[config.mk]
export PLATFORM = sky130hd
export DESIGN_NAME = sg_desc_walker
export DESIGN_NICKNAME = d
export VERILOG_FILES = /design/src/rtl/sgw_pkg.sv /design/src/rtl/sgw_desc_fetch.sv /design/src/rtl/sgw_byte_ledger.sv /design/src/rtl/sg_desc_walker.sv
export SDC_FILE = /design/constraint.sdc
export NUM_CORES = 1
export LEC_CHECK = 0
export ABC_AREA = 1
export BUFFER_PORTS_ARGS = -buffer_cell sky130_fd_sc_hd__buf_2
export CELL_PAD_IN_SITES_DETAIL_PLACEMENT = 0
export CELL_PAD_IN_SITES_GLOBAL_PLACEMENT = 1
export CORE_MARGIN = 5
export CORE_UTILIZATION = 47
export DETAILED_ROUTE_END_ITERATION = 10
export GPL_TIMING_DRIVEN = 0
export HOLD_SLACK_MARGIN = 0.03
export MAX_ROUTING_LAYER = met4
export PLACE_DENSITY = 0.92
export SLEW_MARGIN = 10
export SYNTH_ARGS = -nofsm -noshare
export SYNTH_HDL_FRONTEND = slang
export SYNTH_HIERARCHICAL = 1
export SYNTH_SLANG_ARGS = --single-unit
[constraint.sdc]
create_clock -name clk -period 8.95 [get_ports clk]
set_input_delay 1.3425 -clock clk [delete_from_list [all_inputs] [get_ports clk]]
set_output_delay 1.3425 -clock clk [all_outputs]
set_load 0.03 [all_outputs]
[src/rtl/sgw_pkg.sv]
package sgw_pkg;

    localparam int WORD_W     = 32;
    localparam int SEG_W      = 17;
    localparam int SEG_MAX    = 65536;
    localparam int DESC_BYTES = 8;

    localparam int ATTR_VALID_BIT = 0;
    localparam int ATTR_END_BIT   = 1;
    localparam int ATTR_ACT_LO    = 4;
    localparam logic [1:0] ACT_XFER = 2'b10;

    typedef struct packed {
        logic [31:0] addr;
        logic [15:0] len;
        logic [15:0] attr;
    } sgw_desc_t;

    typedef struct packed {
        logic             valid;
        logic             last;
        logic             is_xfer;
        logic [SEG_W-1:0] bytes;
        logic [31:0]      addr;
    } sgw_seg_t;

    typedef enum logic [1:0] {
        ERR_NONE    = 2'b00,
        ERR_INVALID = 2'b01,
        ERR_ACTION  = 2'b10,
        ERR_SIZE    = 2'b11
    } sgw_err_e;

    typedef enum logic [1:0] {
        ST_IDLE,
        ST_FETCH,
        ST_MOVE
    } sgw_state_e;

    typedef enum logic [1:0] {
        PH_IDLE,
        PH_LO,
        PH_HI
    } sgw_phase_e;

    function automatic sgw_seg_t sgw_decode(input sgw_desc_t d);
        sgw_seg_t s;
        s.valid   = d.attr[ATTR_VALID_BIT];
        s.last    = d.attr[ATTR_END_BIT];
        s.is_xfer = (d.attr[ATTR_ACT_LO+1:ATTR_ACT_LO] == ACT_XFER);
        s.bytes   = (d.len == 16'd0) ? SEG_W'(SEG_MAX) : {1'b0, d.len};
        s.addr    = d.addr;
        return s;
    endfunction

endpackage

[src/rtl/sgw_desc_fetch.sv]
module sgw_desc_fetch
    import sgw_pkg::*;
(
    input  logic              clk,
    input  logic              rst,
    input  logic              load,
    input  logic [31:0]       base,
    input  logic              go,
    input  logic              adv,
    output logic              mrd_req,
    output logic [31:0]       mrd_addr,
    input  logic              mrd_ack,
    input  logic [WORD_W-1:0] mrd_data,
    output sgw_desc_t         desc,
    output logic              desc_vld
);

    sgw_phase_e        phase;
    logic [31:0]       ptr;
    logic [WORD_W-1:0] lo_word;

    always_ff @(posedge clk) begin
        if (rst) begin
            phase    <= PH_IDLE;
            ptr      <= '0;
            lo_word  <= '0;
            desc     <= '0;
            desc_vld <= 1'b0;
        end else begin
            desc_vld <= 1'b0;
            if (load)
                ptr <= base;
            else if (adv)
                ptr <= ptr + 32'(DESC_BYTES);
            case (phase)
                PH_IDLE: if (go) phase <= PH_LO;
                PH_LO: if (mrd_ack) begin
                    lo_word <= mrd_data;
                    phase   <= PH_HI;
                end
                PH_HI: if (mrd_ack) begin
                    desc     <= {mrd_data, lo_word};
                    desc_vld <= 1'b1;
                    phase    <= PH_IDLE;
                end
                default: phase <= PH_IDLE;
            endcase
        end
    end

    assign mrd_req  = (phase != PH_IDLE);
    assign mrd_addr = ptr + ((phase == PH_HI) ? 32'd4 : 32'd0);

    AST_RD_HOLD: assert property (@(posedge clk) disable iff (rst)
        (mrd_req && !mrd_ack) |=> (mrd_req && $stable(mrd_addr)));

    AST_HI_AFTER_LO: assert property (@(posedge clk) disable iff (rst)
        (mrd_req && mrd_ack && phase == PH_LO) |=> (mrd_req && mrd_addr == $past(mrd_addr) + 32'd4));

endmodule

[src/rtl/sgw_byte_ledger.sv]
module sgw_byte_ledger #(
    parameter int TOT_W = 28,
    parameter int AMT_W = 17
) (
    input  logic             clk,
    input  logic             rst,
    input  logic             load,
    input  logic [TOT_W-1:0] total,
    input  logic             consume,
    input  logic [AMT_W-1:0] amount,
    output logic             fits,
    output logic             exact
);

    logic [TOT_W-1:0] owed;
    logic [TOT_W-1:0] amt_ext;

    assign amt_ext = TOT_W'(amount);
    assign fits    = (amt_ext <= owed);
    assign exact   = (amt_ext == owed);

    always_ff @(posedge clk) begin
        if (rst)
            owed <= '0;
        else if (load)
            owed <= total;
        else if (consume)
            owed <= owed - amt_ext;
    end

    AST_NO_UNDERFLOW: assert property (@(posedge clk) disable iff (rst)
        consume |-> (amt_ext <= owed));

endmodule

[src/rtl/sg_desc_walker.sv]
module sg_desc_walker
    import sgw_pkg::*;
#(
    parameter int BCNT_W  = 16,
    parameter int BSZ_W   = 12,
    parameter int DEF_BSZ = 512
) (
    input  logic              clk,
    input  logic              rst,
    input  logic              start,
    input  logic [31:0]       table_base,
    input  logic [BCNT_W-1:0] blk_count,
    input  logic [BSZ_W-1:0]  blk_size,
    output logic              mrd_req,
    output logic [31:0]       mrd_addr,
    input  logic              mrd_ack,
    input  logic [31:0]       mrd_data,
    output logic              mv_req,
    output logic [31:0]       mv_addr,
    output logic [16:0]       mv_len,
    input  logic              mv_ack,
    output logic              busy,
    output logic              xfer_done,
    output logic              err_pulse,
    output logic [1:0]        err_code
);

    localparam int TOT_W = BCNT_W + BSZ_W;

    sgw_state_e       state;
    sgw_seg_t         cur;
    sgw_seg_t         dec;
    sgw_desc_t        f_desc;
    logic             f_vld;
    sgw_err_e         err_q;
    logic             done_q;
    logic             errp_q;

    logic             launch;
    logic             seg_ok;
    logic             go_next;
    logic             fits;
    logic             exact;
    logic [BSZ_W-1:0] eff_size;
    logic [TOT_W-1:0] total;

    assign launch   = (state == ST_IDLE) && start;
    assign seg_ok   = (state == ST_MOVE) && mv_ack;
    assign go_next  = seg_ok && !cur.last && !exact;
    assign eff_size = (blk_size == '0) ? BSZ_W'(DEF_BSZ) : blk_size;
    assign total    = TOT_W'(blk_count) * TOT_W'(eff_size);
    assign dec      = sgw_decode(f_desc);

    sgw_desc_fetch u_fetch (
        .clk      (clk),
        .rst      (rst),
        .load     (launch),
        .base     (table_base),
        .go       (launch || go_next),
        .adv      (go_next),
        .mrd_req  (mrd_req),
        .mrd_addr (mrd_addr),
        .mrd_ack  (mrd_ack),
        .mrd_data (mrd_data),
        .desc     (f_desc),
        .desc_vld (f_vld)
    );

    sgw_byte_ledger #(
        .TOT_W (TOT_W),
        .AMT_W (SEG_W)
    ) u_ledger (
        .clk     (clk),
        .rst     (rst),
        .load    (launch),
        .total   (total),
        .consume (seg_ok),
        .amount  ((state == ST_MOVE) ? cur.bytes : dec.bytes),
        .fits    (fits),
        .exact   (exact)
    );

    always_ff @(posedge clk) begin
        if (rst) begin
            state  <= ST_IDLE;
            cur    <= '0;
            err_q  <= ERR_NONE;
            done_q <= 1'b0;
            errp_q <= 1'b0;
        end else begin
            done_q <= 1'b0;
            errp_q <= 1'b0;
            case (state)
                ST_IDLE: if (start) begin
                    err_q <= ERR_NONE;
                    state <= ST_FETCH;
                end
                ST_FETCH: if (f_vld) begin
                    if (!dec.valid) begin
                        err_q  <= ERR_INVALID;
                        errp_q <= 1'b1;
                        state  <= ST_IDLE;
                    end else if (!dec.is_xfer) begin
                        err_q  <= ERR_ACTION;
                        errp_q <= 1'b1;
                        state  <= ST_IDLE;
                    end else if (!fits) begin
                        err_q  <= ERR_SIZE;
                        errp_q <= 1'b1;
                        state  <= ST_IDLE;
                    end else begin
                        cur   <= dec;
                        state <= ST_MOVE;
                    end
                end
                ST_MOVE: if (mv_ack) begin
                    if (cur.last && exact) begin
                        done_q <= 1'b1;
                        state  <= ST_IDLE;
                    end else if (cur.last || exact) begin
                        err_q  <= ERR_SIZE;
                        errp_q <= 1'b1;
                        state  <= ST_IDLE;
                    end else begin
                        state <= ST_FETCH;
                    end
                end
                default: state <= ST_IDLE;
            endcase
        end
    end

    assign mv_req    = (state == ST_MOVE);
    assign mv_addr   = cur.addr;
    assign mv_len    = cur.bytes;
    assign busy      = (state != ST_IDLE);
    assign xfer_done = done_q;
    assign err_pulse = errp_q;
    assign err_code  = err_q;

    AST_MV_HOLD: assert property (@(posedge clk) disable iff (rst)
        (mv_req && !mv_ack) |=> (mv_req && $stable(mv_addr) && $stable(mv_len)));

    AST_MV_LEN_RANGE: assert property (@(posedge clk) disable iff (rst)
        mv_req |-> (mv_len != '0 && mv_len <= 17'(SEG_MAX)));

    AST_DONE_AFTER_ACK: assert property (@(posedge clk) disable iff (rst)
        xfer_done |-> $past(mv_req && mv_ack));

    AST_ONE_OUTCOME: assert property (@(posedge clk) disable iff (rst)
        !(xfer_done && err_pulse));

    AST_ERR_HAS_CODE: assert property (@(posedge clk) disable iff (rst)
        err_pulse |-> (err_code != 2'b00 && !busy));

    AST_NO_MOVE_WHILE_FETCH: assert property (@(posedge clk) disable iff (rst)
        !(mv_req && mrd_req));

endmodule

# Word level (Yosys, flattened, before mapping)
# Index checks and enable logic that the tools add are counted.
# totals
word_cells	104
mem_bits_rw	0
latch_bits	0
register_bits	205
romBits	0
memories	0
# classes
n_eq_ne	15
addsub	3
n_bitwise	3
shifts	0
magnitude_cmp	1
reduce_logical	26
div	0
n_mul	1
mux	40
# ops
cell	n
$mux W32	2
$mux W28	2
$mux W17	2
$mux W2	17
$add A32 B32 Y32	1
$add A32 B4 Y32 const B	1
$eq A17 B28 Y1	1
$le A17 B28 Y1	1
$mul A16 B12 Y28	1
$sub A28 B17 Y28	1
$pmux W2 S3	3
$logic_not A16 Y1	1
$logic_not A12 Y1	1
$mux W12	1
$mux W1	11
$ne A2 B1 Y1 const B	4
$ne A2 B2 Y1 const B	4
$reduce_bool A2 Y1	4
$reduce_and A7 Y1	1
$eq A2 B2 Y1 const B	3
$reduce_and A3 Y1	2
$logic_and A1 B1 Y1	5
$reduce_and A5 Y1	1
$eq A2 B1 Y1 const B	2
11 further kinds	17

# Longest topological paths before layout
# Gate-level depths: netlist of run 1.
# logic_depth
word_depth	9
depth_mapped	28
depth_no_buf	27

# Cells and area by module
# Netlist of run 1, hierarchy kept.
# by_module_without_submodules
module	area_per_inst_um2	n_inst	cells_each
sg_desc_walker	9734.3	1	1409
sgw_desc_fetch	6060.8	1	844
sgw_byte_ledger	2956.6	1	510

# Worst setup path after synthesis of run 1
# OpenSTA, ideal clock, no wires.
# synth_path
kind	input to register
startpoint	input port blk_size[5]
endpoint	register u_ledger.owed[24]
t_arrival_ns	6.054
stages	24
slack_ns	2.765
setup_time_ns	0.131
cell_sequence	buf_2 -> nor4_2 -> nand3_1 -> nand2_4 -> inv_6 -> nor2_2 -> fa_1 -> fa_1 -> fa_1 -> fa_1 -> inv_1 -> fa_1 -> inv_1 -> ha_1 -> nand2_1 -> inv_1 -> a21oi_1 -> nand2_1 -> nand2_1 -> nand3_1 -> nand2_1 -> nand2_1 -> a22oi_1 -> a21oi_2
# synth_between
elab_chain_cells	4
# synth_rtl
item	line	text
start, declared	sg_desc_walker.sv:13	input logic [BSZ_W-1:0] blk_size,
$logic_not A12 Y1	sg_desc_walker.sv:50	assign eff_size = (blk_size == '0) ? BSZ_W'(DEF_BSZ) : blk_size;
$mux W12 (*)	sg_desc_walker.sv:50	
$mul A16 B12 Y28 (*)	sg_desc_walker.sv:51	assign total = TOT_W'(blk_count) * TOT_W'(eff_size);
via total[24]	sg_desc_walker.sv:45	logic [TOT_W-1:0] total;
$mux W28 (*)	sgw_byte_ledger.sv:25	else if (load)
end signal, assigned	sgw_byte_ledger.sv:26	owed <= total;
end signal, assigned	sgw_byte_ledger.sv:28	owed <= owed - amt_ext;
end, declared	sgw_byte_ledger.sv:15	logic [TOT_W-1:0] owed;
# The timed path passes the listed nets; every way through them passes the cells marked *.
# A chain may end at the register's enable or synchronous reset.

# Final worst setup path of run 1
# layout_path
startpoint	input port blk_size[11]
endpoint	register u_ledger.owed[21]
# The elaborated chain is that of the path after synthesis.

==> results.py, run 1 <==
metrics = {
    "clocking": {
        "numClockSinks": 191,
        "cts_made_buffers": 17,
        "path_clk_slew_ns": 0.08,
        "clk_path_buf_depth": 2,
        "clk-insertion-delay-late_ns": 0.45,
        "post_cts_buffers": 0,
        "cts_tree": "built",
        "cts_hold_buf": 0,
        "cts-htree-levels": 4,
        "cts.root.buffer_cell": "clkbuf_16",
        "post_cts_resized": 0,
    },
    "route": {
        "wl_met3_mm": 3.27,
        "ant_nets": 0,
        "vias": 17230,
        "routed_wl_mm": 52.6,
        "drc": 0,
        "drtIter0Drc": 1254,
        "wl_per_cell_um": 15.5,
        "viasPerCell": 5.09,
        "top_layer": "met4",
        "met2RoutedLength_mm": 24.9,
        "first_pass_iters": 6,
        "met1_length_mm": 23.3,
    },
    "floorplanning": {
        "die-width_um": 205,
        "num_rows": 71,
        "die_area_um2": 42200,
        "initial_core_util": 0.476,
        "fp.dieH_um": 205,
        "io_pins": 185,
        "fp.coreArea_um2": 37700,
    },
    "placed_design": {
        "dpl.hpwl_mm": 43.0,
        "io_buffers": 173,
        "gp_congestion": 0.944,
        "place_inst": 3350,
    },
    "power": {
        "swShare": 0.520,
        "p_int_mw": 2.55,
        "p_seq_frac": 0.181,
        "pwr-share-comb": 0.671,
        "power.share.clock": 0.148,
        "power_switching_mw": 2.76,
        "power.leakage_nw": 10.5,
        "power_density_nw_per_um2": 265,
        "ir_drop_mv": 0.210,
    },
    "timing": {
        "finalHoldViolations": 0,
        "rsz0062_at_grt": "false",
        "fmax_mhz": 154,
        "fin_skew_ns": 0.0177,
        "slew_viol_final": 0,
        "slew_headroom": 0.430,
        "holdWs_ns": 0.450,
        "finalCritPeriodShare": 0.723,
        "finalSetupViolCount": 0,
        "fin_setup_tns_ns": 0,
        "period_minus_slack_ns": 6.47,
        "worstMarginPinSlew_ns": 0.849,
    },
    "setup_path": {
        "critical-path-max-stage-delay_ns": 0.55,
        "cpMaxStageDelayCell": "fa_1",
        "arrival_ns": 6.79,
        "worst-path-max-fanout": 10,
        "path_cells": "clkbuf_1, clkbuf_1, nand2_1, fa_1, fa_1, inv_1, fa_1, fa_1, inv_1, fa_1, inv_1, ha_1, nand2_1, nor2_2, nand3_1, nand3_1, nand2_1, nand3_1, nand2_1, a22oi_1, a21oi_1",
        "crit_path_frequent_cell": "fa_1",
        "worst-setup-path-type": "primary input to flip-flop",
        "critPathLaunchType": "primary input",
        "crit_required_ns": 9.27,
        "end_kind": "flip-flop",
    },
    "worst_hold_path": {
        "hp-class": "flip-flop to flip-flop",
    },
    "layout": {
        "drive_above_1_share": 0.137,
        "n_fill_cell": 3812,
        "layoutNonFillerInstCount": 3385,
        "syn_to_final_growth_pct": 11.8,
        "multi_input_area_um2": 11200,
        "final_common_cell": "nand2_1",
        "most-common-layout-cells": "nand2_1 (698), inv_1 (515), buf_2 (199), dfxtp_1 (191), nor2_1 (178)",
        "regArea_um2": 3820,
        "final_util": 0.533,
        "fin_nets": 3188,
    },
    "logic_synthesis": {
        "syn-num-nets": 2996,
        "synth_warnings": 6,
        "syn_area_um2": 17900,
        "netlist_instances": 2666,
        "synth_area_per_cell_um2": 6.73,
    },
    "global_routing": {
        "grt_max_degree": 21,
        "grt_pass1_vias": 17214,
        "grt_antenna_before_repair": 3,
        "grt.overflow.total": 0,
        "grt_use_total": 0.258,
        "grt_pass1_wl_mm": 85.4,
    },
    "run_status": {
        "status": "finished, final reports clean",
    },
    "job": {
        "drv_cap": 0,
    },
}
==> worst max-delay path, delay by kind of cell <==
family	cells	cell delay, ns
and+or+nand+nor	8	1.05
AOI/OAI and AO/OA	2	0.27
adders and majority gates	6	3.02
buffers and inverters	5	1.09
==> stage by stage <==
stage	power, mW	setup slack [ns]	instance area, um2
floorplan	3.69	2.77	17900
global placement	4.49	2.14	19400
detailed placement	4.54	2.07	19400
CTS	5.34	2.54	20100
global route	5.92	2.06	20100
finish	5.32	2.48	20100
==> final timing paths <==
path	from	to	slack (ns)	depth (start not counted)
min	u_fetch/lo_word[27]	u_fetch/lo_word[27]	0.45	2
min reg2reg	u_fetch/lo_word[27]	u_fetch/lo_word[27]	0.45	2
max	blk_size[11]	u_ledger/owed[21]	2.48	21
max reg2reg	state[0]	u_fetch/ptr[22]	4.55	19
==> power by group through the flow <==
stage	Sequential, mW	Combinational (mW)	Clock [mW]
global route	0.967	4.12	0.838
finish	0.962	3.57	0.787
CTS	0.960	3.58	0.800
global placement	0.980	3.51	0
detailed placement	0.980	3.56	0
floorplan	0.960	2.73	0
==> registers in the layout, indices dropped and copies added, names as in the netlist <==
signal            cells
err_pulse             1
u_fetch/phase         2
u_ledger/owed        28
cur                   1
u_fetch/desc         52
err_code              2
state                 2
u_fetch/lo_word      20
u_fetch/desc_vld      1
mv_len               17
xfer_done             1
u_fetch/ptr          32
mv_addr              32
==> routing by layer <==
metal | vias up | global-route usage
met4 | 0 | 0.0711
met3 | 79 | 0.0389
met5 | - | -
met2 | 595 | 0.425
met1 | 8069 | 0.333
li1 | 8487 | -
==> layout make-up <==
type / count / area share
Timing Repair Buffer: 173 / 0.0432
Buffer: 170 / 0.0467
Antenna cell: 3 / 0.000374
Clock inverter: 13 / 0.00774
Multi-Input combinational cell: 1777 / 0.558
Inverter: 528 / 0.0991
Sequential cell: 191 / 0.191
Clock buffer: 19 / 0.0226
Tap cell: 511 / 0.0319
Note: power is estimated with default switching activity, not from simulation.
==> run 2: changes to the inputs <==
Settings changed: CORE_UTILIZATION 47 to 40, PLACE_DENSITY 0.92 to 0.84.
Clock period 8.95 ns to 5.3 ns, I/O delays scaled along.
==> run 2 against run 1 <==
Net effect:
- sequential power grew 68%
- register-to-register slack got worse by 3.7 ns
- cell count up 2.6%
- die area rose by 17%
- largest power group unchanged
==> results.py, run 2 (synthesized netlist as in run 1, its figures left out) <==
metrics = {
    "timing": {
        "layout_setup_ws_ns": 0.0829,
        "finalHoldViolations": 0,
        "finalCritPeriodShare": 0.984,
        "worstMarginPinSlew_ns": 0.741,
        "fmax_mhz": 192,
        "holdWs_ns": 0.451,
        "period_minus_slack_ns": 5.22,
        "finalSetupViolCount": 0,
        "fin_skew_ns": 0.0200,
        "slew_viol_final": 0,
        "rsz0062_at_grt": "true",
        "slew_headroom": 0.506,
    },
    "route": {
        "viasPerCell": 4.93,
        "ant_nets": 0,
        "routed_wl_mm": 54.6,
        "drc": 0,
        "drtIter0Drc": 1254,
        "vias": 17127,
        "first_pass_iters": 5,
        "wl_per_cell_um": 15.7,
    },
    "setup_path": {
        "critPathLaunchType": "primary input",
        "worst-setup-path-type": "primary input to flip-flop",
        "arrival_ns": 5.53,
        "worst-path-max-fanout": 6,
        "crit_required_ns": 5.61,
        "end_kind": "flip-flop",
    },
    "floorplanning": {
        "num_rows": 77,
        "die_area_um2": 49200,
        "die-width_um": 222,
        "fp.dieH_um": 222,
        "fp.coreArea_um2": 44300,
        "io_pins": 185,
        "initial_core_util": 0.405,
    },
    "clocking": {
        "clk-insertion-delay-late_ns": 0.46,
        "cts_made_buffers": 17,
        "path_clk_slew_ns": 0.08,
        "cts-htree-levels": 4,
        "cts_hold_buf": 0,
        "clk_path_buf_depth": 2,
        "cts_tree": "built",
        "numClockSinks": 191,
        "cts.root.buffer_cell": "clkbuf_16",
    },
    "placed_design": {
        "dp_slack_ns": -0.763,
        "io_buffers": 173,
        "dpl.hpwl_mm": 44.9,
        "gp_congestion": 0.939,
        "place_inst": 3431,
    },
    "layout": {
        "most-common-layout-cells": "nand2_1 (662), inv_1 (502), buf_2 (195), dfxtp_1 (191), nand3_1 (166)",
        "largest-register": "u_fetch/desc",
        "layoutNonFillerInstCount": 3472,
        "final_util": 0.474,
        "largest_reg_flops": 52,
        "drive_above_1_share": 0.184,
        "syn_to_final_growth_pct": 17.2,
        "n_fill_cell": 4578,
        "final_common_cell": "nand2_1",
        "fin_nets": 3194,
    },
    "global_routing": {
        "grt_antenna_before_repair": 3,
        "grt_max_degree": 21,
        "grt.overflow.total": 0,
        "grt_use_total": 0.225,
        "grt_pass1_vias": 17031,
        "grt_pass1_wl_mm": 88.3,
    },
    "power": {
        "power.leakage_nw": 10.7,
        "ir_drop_mv": 0.662,
        "power_mw": 11.2,
        "power_density_nw_per_um2": 533,
    },
    "job": {
        "drv_cap": 0,
    },
    "run_status": {
        "status": "finished, final reports clean",
    },
    "worst_hold_path": {
        "hp-class": "flip-flop to flip-flop",
    },
}
run 2: final cells by class:
type / count / area (um2) / area share
Sequential cell: 191 / 3820 / 0.182
Clock inverter: 14 / 196 / 0.00934
Buffer: 162 / 1020 / 0.0484
Timing Repair inverter: 1 / 8.76 / 0.000417
Antenna cell: 3 / 7.51 / 0.000357
Timing Repair Buffer: 186 / 963 / 0.0458
Multi-Input combinational cell: 1777 / 11800 / 0.563
Inverter: 528 / 2000 / 0.0952
Clock buffer: 18 / 429 / 0.0204
Tap cell: 592 / 741 / 0.0352
run 2: worst max-delay path, cell delays in order:
cell,delay [ns]
buf_12,0.12
nor4_4,0.30
nand3_2,0.16
nand2_8,0.19
inv_16,0.06
nor2_4,0.08
fa_1,0.43
fa_1,0.51
fa_1,0.53
fa_1,0.55
inv_1,0.05
fa_1,0.49
inv_2,0.05
ha_4,0.25
nand2_8,0.09
inv_2,0.04
a21oi_2,0.15
inv_1,0.07
a21oi_2,0.13
nand2_1,0.06
nand2_1,0.06
nand2_1,0.07
a22oi_1,0.19
a21oi_1,0.08
run 2: power by group:
part	internal, mW	switching [mW]	total, mW	leakage (nW)
Combinational	3.15	5.07	8.23	8.84
Clock	0.683	0.670	1.35	0.298
Sequential	1.53	0.0861	1.62	1.55
run 2: final timing paths:
check	slack [ns]	startpoint	end	cells after the start
setup reg to reg	0.90	state[0]	u_fetch/ptr[15]	20
hold reg to reg	0.45	u_fetch/lo_word[27]	u_fetch/lo_word[27]	2
hold / removal	0.45	u_fetch/lo_word[27]	u_fetch/lo_word[27]	2
setup / recovery	0.08	blk_size[0]	u_ledger/owed[21]	24
run 2: repair_timing:
action                                  4_1_cts  5_1_grt
setup buffers                                 0       13
resized for setup                            26      102
endpoints found under the setup margin       17       18
cloned                                        0        1
pin swaps                                     8       67
run 2: metrics by stage:
| step | setup TNS [ns] | cell area, um2 |
|---|---|---|
| after floorplan | -0.00812 | 18300 |
| after global placement | -11.41 | 19900 |
| after detailed placement | -11.95 | 19900 |
| after CTS | 0 | 20600 |
| after global routing | -0.956 | 21000 |
| final | 0 | 21000 |
run 2: routing by layer:
layer | track usage | vias to the layer above | routed length [um]
met2 | 0.371 | 465 | 26000
met4 | 0.0581 | 0 | 1040
li1 | - | 8519 | -
met1 | 0.292 | 8083 | 24500
met5 | - | - | 0
met3 | 0.0343 | 60 | 3050
